`config.mk`:
```
export PLATFORM = sky130hd
export DESIGN_NAME = i2c_scl_timer
export DESIGN_NICKNAME = d
export VERILOG_FILES = /design/src/rtl/i2c_scl_pkg.sv /design/src/rtl/i2c_scl_sync.sv /design/src/rtl/i2c_scl_div.sv /design/src/rtl/i2c_scl_evt.sv /design/src/rtl/i2c_scl_timer.sv
export SDC_FILE = /design/constraint.sdc
export NUM_CORES = 1
export LEC_CHECK = 0
export CORE_AREA = 2 2 81 83
export CTS_CLUSTER_SIZE = 12
export DETAILED_ROUTE_END_ITERATION = 12
export DIE_AREA = 0 0 83 85
export PLACE_DENSITY = 0.67
export SYNTH_ARGS = -nofsm -noshare
export SYNTH_HDL_FRONTEND = slang
export SYNTH_SLANG_ARGS = --single-unit
```
`constraint.sdc`:
```
create_clock -name clk -period 4.1 [get_ports clk]
set_input_delay 0.82 -clock clk [delete_from_list [all_inputs] [get_ports clk]]
set_output_delay 0.82 -clock clk [all_outputs]
set_load 0.02 [all_outputs]
```
`src/rtl/i2c_scl_pkg.sv`:
```
// Shared types for the SCL timing generator.
// Assumes nothing beyond a single clock domain.
package i2c_scl_pkg;

    // Phase of the clock line generator.
    typedef enum logic [1:0] {
        PH_IDLE = 2'd0,  // disabled, line released
        PH_LOW  = 2'd1,  // line driven low, counting low phase
        PH_WAIT = 2'd2,  // line released, waiting to observe high
        PH_HIGH = 2'd3   // line observed high, counting high phase
    } scl_phase_e;

endpackage

```
`src/rtl/i2c_scl_sync.sv`:
```
// Level synchronizer for the observed clock line.
// A chain of STAGES flops; resets to 1 because an idle bus is high.
// Assumes STAGES >= 1. Latency is STAGES cycles.
module i2c_scl_sync #(
    parameter int STAGES = 1
) (
    input  logic clk,
    input  logic rst_n,
    input  logic d_i,
    output logic q_o
);

    logic [STAGES-1:0] chain_q;

    genvar g;
    generate
        for (g = 0; g < STAGES; g++) begin : g_stage
            // One synchronizer flop; stage 0 takes the raw line level.
            always_ff @(posedge clk) begin
                if (!rst_n) begin
                    chain_q[g] <= 1'b1;
                end else begin
                    chain_q[g] <= (g == 0) ? d_i : chain_q[(g == 0) ? 0 : g-1];
                end
            end
        end
    endgenerate

    assign q_o = chain_q[STAGES-1];

endmodule

```
`src/rtl/i2c_scl_div.sv`:
```
// Power-of-two prescaler. Counts functional cycles modulo 2^sel and
// flags the last cycle of each prescaled unit (tick) and the first (zero).
// A clear restarts the unit so that the next cycle is its first.
// Assumes sel_i is held stable while the divider is running.
module i2c_scl_div #(
    parameter int PRE_W = 3
) (
    input  logic             clk,
    input  logic             rst_n,
    input  logic             clr_i,
    input  logic [PRE_W-1:0] sel_i,
    output logic             tick_o,
    output logic             zero_o
);

    localparam int DIV_W = (1 << PRE_W) - 1;

    logic [DIV_W-1:0] cnt_q;
    logic [DIV_W-1:0] mask;

    // Terminal count of the unit: 2^sel - 1, wrapping to all ones at the top.
    always_comb begin
        mask = DIV_W'((DIV_W+1)'(1) << sel_i) - DIV_W'(1);
    end

    assign tick_o = (cnt_q == mask);
    assign zero_o = (cnt_q == '0);

    // Cycle counter inside one prescaled unit.
    always_ff @(posedge clk) begin
        if (!rst_n) begin
            cnt_q <= '0;
        end else if (clr_i || tick_o) begin
            cnt_q <= '0;
        end else begin
            cnt_q <= cnt_q + DIV_W'(1);
        end
    end

endmodule

```
`src/rtl/i2c_scl_evt.sv`:
```
// One-shot delay timer in prescaled units. A start arms it with a zero
// count; it fires for one cycle when target*2^sel cycles have passed
// since arming (in the arming cycle itself when target is 0), then disarms.
// A new start while armed restarts it. Dropping the enable cancels it.
module i2c_scl_evt #(
    parameter int PRE_W = 3,
    parameter int CNT_W = 6
) (
    input  logic             clk,
    input  logic             rst_n,
    input  logic             en_i,
    input  logic             start_i,
    input  logic [PRE_W-1:0] sel_i,
    input  logic [CNT_W-1:0] target_i,
    output logic             fire_o
);

    logic             armed_q;
    logic [CNT_W-1:0] unit_q;
    logic             div_tick;
    logic             div_zero;
    logic             div_clr;

    assign div_clr = start_i || !armed_q;

    i2c_scl_div #(.PRE_W(PRE_W)) u_div (
        .clk    (clk),
        .rst_n  (rst_n),
        .clr_i  (div_clr),
        .sel_i  (sel_i),
        .tick_o (div_tick),
        .zero_o (div_zero)
    );

    assign fire_o = armed_q && div_zero && (unit_q == target_i);

    // Arm, count prescaled units, and disarm after firing.
    always_ff @(posedge clk) begin
        if (!rst_n) begin
            armed_q <= 1'b0;
            unit_q  <= '0;
        end else if (!en_i) begin
            armed_q <= 1'b0;
            unit_q  <= '0;
        end else if (start_i) begin
            armed_q <= 1'b1;
            unit_q  <= '0;
        end else if (fire_o) begin
            armed_q <= 1'b0;
        end else if (armed_q && div_tick) begin
            unit_q <= unit_q + CNT_W'(1);
        end
    end

endmodule

```
`src/rtl/i2c_scl_timer.sv`:
```
// SCL timing generator for an I2C master.
// Drives the line low for (low+1) prescaled units, releases it, waits
// until the synchronized line level is high, then counts (high+1) units
// before pulling low again. Rise/fall pulses mark the drive changes; two
// one-shot timers give the setup/hold and data-valid strobes.
// Assumes the configuration inputs only change while enable_i is low.
module i2c_scl_timer #(
    parameter int PRE_W       = 3,
    parameter int CNT_W       = 6,
    parameter int SYNC_STAGES = 1
) (
    input  logic             clk,
    input  logic             rst_n,
    input  logic             enable_i,
    input  logic [PRE_W-1:0] cfg_presc_i,
    input  logic [CNT_W-1:0] cfg_high_i,
    input  logic [CNT_W-1:0] cfg_low_i,
    input  logic [CNT_W-1:0] cfg_sh_i,
    input  logic [CNT_W-1:0] cfg_dv_i,
    input  logic             scl_in_i,
    output logic             scl_o,
    output logic             scl_rise_o,
    output logic             scl_fall_o,
    output logic             sethold_o,
    output logic             data_valid_o
);

    import i2c_scl_pkg::*;

    scl_phase_e       phase_q;
    logic [CNT_W-1:0] unit_q;
    logic             obs_hi;
    logic             ph_tick;
    logic             ph_zero;
    logic             ph_clr;
    logic             go_low;
    logic             go_wait;
    logic             go_high;
    logic             drive_q;
    logic             rise_q;
    logic             fall_q;

    i2c_scl_sync #(.STAGES(SYNC_STAGES)) u_sync (
        .clk   (clk),
        .rst_n (rst_n),
        .d_i   (scl_in_i),
        .q_o   (obs_hi)
    );

    i2c_scl_div #(.PRE_W(PRE_W)) u_div (
        .clk    (clk),
        .rst_n  (rst_n),
        .clr_i  (ph_clr),
        .sel_i  (cfg_presc_i),
        .tick_o (ph_tick),
        .zero_o (ph_zero)
    );

    // Phase transition decode from the current phase and unit count.
    always_comb begin
        go_low  = enable_i && ((phase_q == PH_IDLE) ||
                  (phase_q == PH_HIGH && ph_tick && unit_q == cfg_high_i));
        go_wait = enable_i && (phase_q == PH_LOW) && ph_tick && (unit_q == cfg_low_i);
        go_high = enable_i && (phase_q == PH_WAIT) && obs_hi;
        ph_clr  = !enable_i || go_low || go_wait || go_high ||
                  (phase_q == PH_IDLE) || (phase_q == PH_WAIT);
    end

    // Phase register, line drive and edge pulses.
    always_ff @(posedge clk) begin
        if (!rst_n || !enable_i) begin
            phase_q <= PH_IDLE;
            drive_q <= 1'b1;
            rise_q  <= 1'b0;
            fall_q  <= 1'b0;
        end else begin
            rise_q <= go_wait;
            fall_q <= go_low;
            if (go_low) begin
                phase_q <= PH_LOW;
                drive_q <= 1'b0;
            end else if (go_wait) begin
                phase_q <= PH_WAIT;
                drive_q <= 1'b1;
            end else if (go_high) begin
                phase_q <= PH_HIGH;
            end
        end
    end

    // Prescaled unit count within the low or high phase.
    always_ff @(posedge clk) begin
        if (!rst_n || ph_clr) begin
            unit_q <= '0;
        end else if (ph_tick) begin
            unit_q <= unit_q + CNT_W'(1);
        end
    end

    // Data-valid delay, started at every fall.
    i2c_scl_evt #(.PRE_W(PRE_W), .CNT_W(CNT_W)) u_dv (
        .clk      (clk),
        .rst_n    (rst_n),
        .en_i     (enable_i),
        .start_i  (go_low),
        .sel_i    (cfg_presc_i),
        .target_i (cfg_dv_i),
        .fire_o   (data_valid_o)
    );

    // Setup/hold delay, started when the high count begins.
    i2c_scl_evt #(.PRE_W(PRE_W), .CNT_W(CNT_W)) u_sh (
        .clk      (clk),
        .rst_n    (rst_n),
        .en_i     (enable_i),
        .start_i  (go_high),
        .sel_i    (cfg_presc_i),
        .target_i (cfg_sh_i),
        .fire_o   (sethold_o)
    );

    assign scl_o      = drive_q;
    assign scl_rise_o = rise_q;
    assign scl_fall_o = fall_q;

    logic unused_zero;
    assign unused_zero = ph_zero;

endmodule

```
==> results.yml <==
layout:
  multi_input_area_sq_um: 1830
  fillCellCount: 585
  regArea_sq_um: 941
  drive_above_1_share_pct: 6.98
  fin_nets: 426
  area_delta_synth_final_pct: 18.0
  antenna_cells: 0
critical_path:
  critPathArrivalTime_ns: 3.82
  cp_max_fo: 11
  path_class: "input port to flop"
  cp-start-kind: "input port"
  cp.required_ns: 4.34
  setup.worst_path.end_class: "flop"
global_route:
  grt_max_degree: 24
  overflow: 0
  grt_antenna_before_repair: 0
  grt_usage_pct: 18.9
  grt_pass1_wl_um: 11200
  grt_pass1_vias: 2521
floorplanning:
  num_io_pins: 36
  die_h_um: 85
  fp-row-count: 29
  coreArea_sq_um: 6200
  die_w_um: 83
  initial_utilization_pct: 46.9
  dieArea_sq_um: 7060
flow_run:
  drv_cap: 0
sta:
  rsz0062_at_grt: "false"
  hold_viol: 0
  tightestPinTransition_ns: 0.780
  slew_violations: 0
  fin_crit_ns: 3.59
  max_freq_mhz: 279
  clock_skew_ns: 0.00308
  tns_ns: 0
  setup_viol_count_final: 0
  max_slew_margin_pct: 47.5
  finalCritPeriodShare_pct: 87.5
cts:
  clk_latency_ns: 0.30
  cts_inserted_buffers: 5
  hold_buffers: 0
  root_buffer: "clkbuf_8"
  path_clk_slew_ns: 0.09
  post_cts_resized: 0
  cts_setup_buffers: 0
  htreeDepth: 2
  cts_sinks: 47
  clk_path_buf_depth: 2
  cts_tree: "built"
power_and_ir_drop:
  switching_share_pct: 25.8
  ir_drop_v: 0.000134
  seqPwrFrac_pct: 53.7
  pwr-share-clk_pct: 32.6
  power_per_cell_area_nw_per_um2: 253
  p_int_mw: 0.644
  cellLeakagePower_nw: 1.09
  power_mw: 0.868
  combPwrFrac_pct: 13.7
  p_sw_mw: 0.224
routing:
  ant_nets: 0
  via_count: 2615
  wirelength_um: 6500
  drc: 0
  wire_per_inst_um: 14.0
  routed_via_density: 5.64
  drtIter0Drc: 162
  dr.pass1.iters: 4
worst_hold_path:
  hold_path.class: "flop to flop"
logic_synthesis:
  ys_ff_latch: 47
  synth_top_area_share_pct: 32.4
  netlist_instances: 350
  synth_top_cell_by_area: "dfxtp_1"
  avgSynthCellArea_sq_um: 8.31
  synth_cell_types: 52
  syn_nets: 390
  async_flop_share_pct: 0
  synth-main-ff-cell: "dfxtp_1"
  synth_edf_count: 0
  synthTopCellsByArea: "dfxtp_1, xnor2_1, xor2_1"
  yosysWarnings: 0
  yosysSeqAreaShare_pct: 32.4
  netlist_area_sq_um: 2910
placed_design:
  port_buffers: 35
  gp_congestion: 0.791
  dp_hpwl_um: 4850
outcome:
  status: "finished, final reports clean"
==> worst max-delay path, stage by stage <==
cell             delay, ns
clkdlybuf4s50_1       0.47
nor3_4                0.26
inv_1                 0.07
ha_1                  0.29
o211a_1               0.17
a311oi_2              0.35
xnor2_1               0.14
or3b_1                0.54
or4_1                 0.55
a21oi_1               0.15
==> path summary, 6_finish.rpt <==
check                                 endpoint  cells past startpoint                 from  slack, ns
worst max-delay path            u_dv.unit_q[3]                     10       cfg_presc_i[2]       0.51
worst min-delay path                     scl_o                      1                scl_o       0.48
worst max register to register  u_dv.unit_q[3]                      6  u_dv.u_div.cnt_q[5]       1.79
worst min register to register           scl_o                      1                scl_o       0.48
==> cell usage after synthesis (2+ instances only) <==
library cell and n:
dfxtp_1 47, xnor2_1 35, nor2_1 26, nand3_1 23, a21oi_1 19, nand2_1 18
xor2_1 16, o21ai_0 14, inv_1 13, clkbuf_1 10, nand4_1 10, nor3_1 10
ha_1 9, nor4_1 9, or3_1 9, or4_1 8, o31ai_1 7, and3_1 6
a31oi_1 5, and3b_1 4, a21boi_0 3, buf_2 3, nand2b_1 3, nand4b_1 3
o21ai_1 3, a211o_1 2, a21o_1 2, a31o_2 2, buf_6 2, mux2i_1 2
nor2b_1 2, nor3b_1 2, nor4b_1 2, o221ai_1 2, o22ai_1 2
==> layer usage <==
layer	GRT usage (%)	wire (um)
met5	0	0
met3	3.31	166
met4	5.66	107
met2	32.6	3030
met1	24.4	3200
==> cell families (layout without fill, tap and decap cells) <==
group / count (synthesis) / after routing / synth area share (%)
buf+inv: 30 / 67 / 4.65
compound gates: 69 / 69 / 15.3
fa+ha+maj: 9 / 9 / 3.87
mux: 2 / 2 / 0.688
simple gates: 142 / 142 / 27.8
xor+xnor: 51 / 51 / 15.4
flops: 47 / 47 / 32.4
==> state kept, by name, indices dropped and copies added, names as in the netlist <==
name              flops
u_dv.armed_q          1
u_dv.unit_q           6
u_dv.u_div.cnt_q      7
scl_o                 1
unit_q                6
scl_fall_o            1
phase_q               2
u_sync.q_o            1
u_sh.armed_q          1
u_div.cnt_q           7
u_sh.u_div.cnt_q      7
u_sh.unit_q           6
scl_rise_o            1
==> cell type report <==
class	count	share of cell area (%)
Multi-Input combinational cell	273	53.4
Sequential cell	47	27.4
Timing Repair Buffer	45	12.4
Tap cell	77	2.81
Clock buffer	6	2.11
Inverter	14	1.53
Clock inverter	2	0.365
==> power by group through the flow <==
stage               clock [mW]  combinational (mW)  sequential (mW)
finish                   0.283               0.119            0.466
global placement             0               0.117            0.477
floorplan                    0              0.0668            0.476
CTS                      0.287               0.119            0.466
global route             0.310               0.130            0.467
detailed placement           0               0.118            0.477
==> cell usage in the layout, fill, tap and decap left out, types with 3 or more instances in the layout <==
| cell type | synthesis | routed |
|---|---|---|
| dfxtp_1 | 47 | 47 |
| xnor2_1 | 35 | 35 |
| clkdlybuf4s50_1 | 0 | 35 |
| nor2_1 | 26 | 26 |
| nand3_1 | 23 | 23 |
| a21oi_1 | 19 | 19 |
| nand2_1 | 18 | 18 |
| xor2_1 | 16 | 16 |
| o21ai_0 | 14 | 14 |
| inv_1 | 13 | 13 |
| nand4_1 | 10 | 10 |
| nor3_1 | 10 | 10 |
| buf_4 | 1 | 10 |
| nor4_1 | 9 | 9 |
| or3_1 | 9 | 9 |
| ha_1 | 9 | 9 |
| or4_1 | 8 | 8 |
| o31ai_1 | 7 | 7 |
| and3_1 | 6 | 6 |
| a31oi_1 | 5 | 5 |
| clkbuf_8 | 0 | 5 |
| and3b_1 | 4 | 4 |
| a21boi_0 | 3 | 3 |
| o21ai_1 | 3 | 3 |
| nand2b_1 | 3 | 3 |
| nand4b_1 | 3 | 3 |
==> metrics by stage <==
step	hold slack [ns]	setup WS, ns	instances	area [sq um]	util [%]
floorplan	0.441	0.643	350	2910	-
global placement	0.448	0.286	456	3350	53.9
detailed placement	0.465	0.215	456	3350	53.9
CTS	0.486	0.535	464	3430	55.3
global route	0.514	0.348	464	3430	55.3
finish	0.479	0.514	464	3430	55.3
No activity file was read; power rests on OpenSTA's default activity.
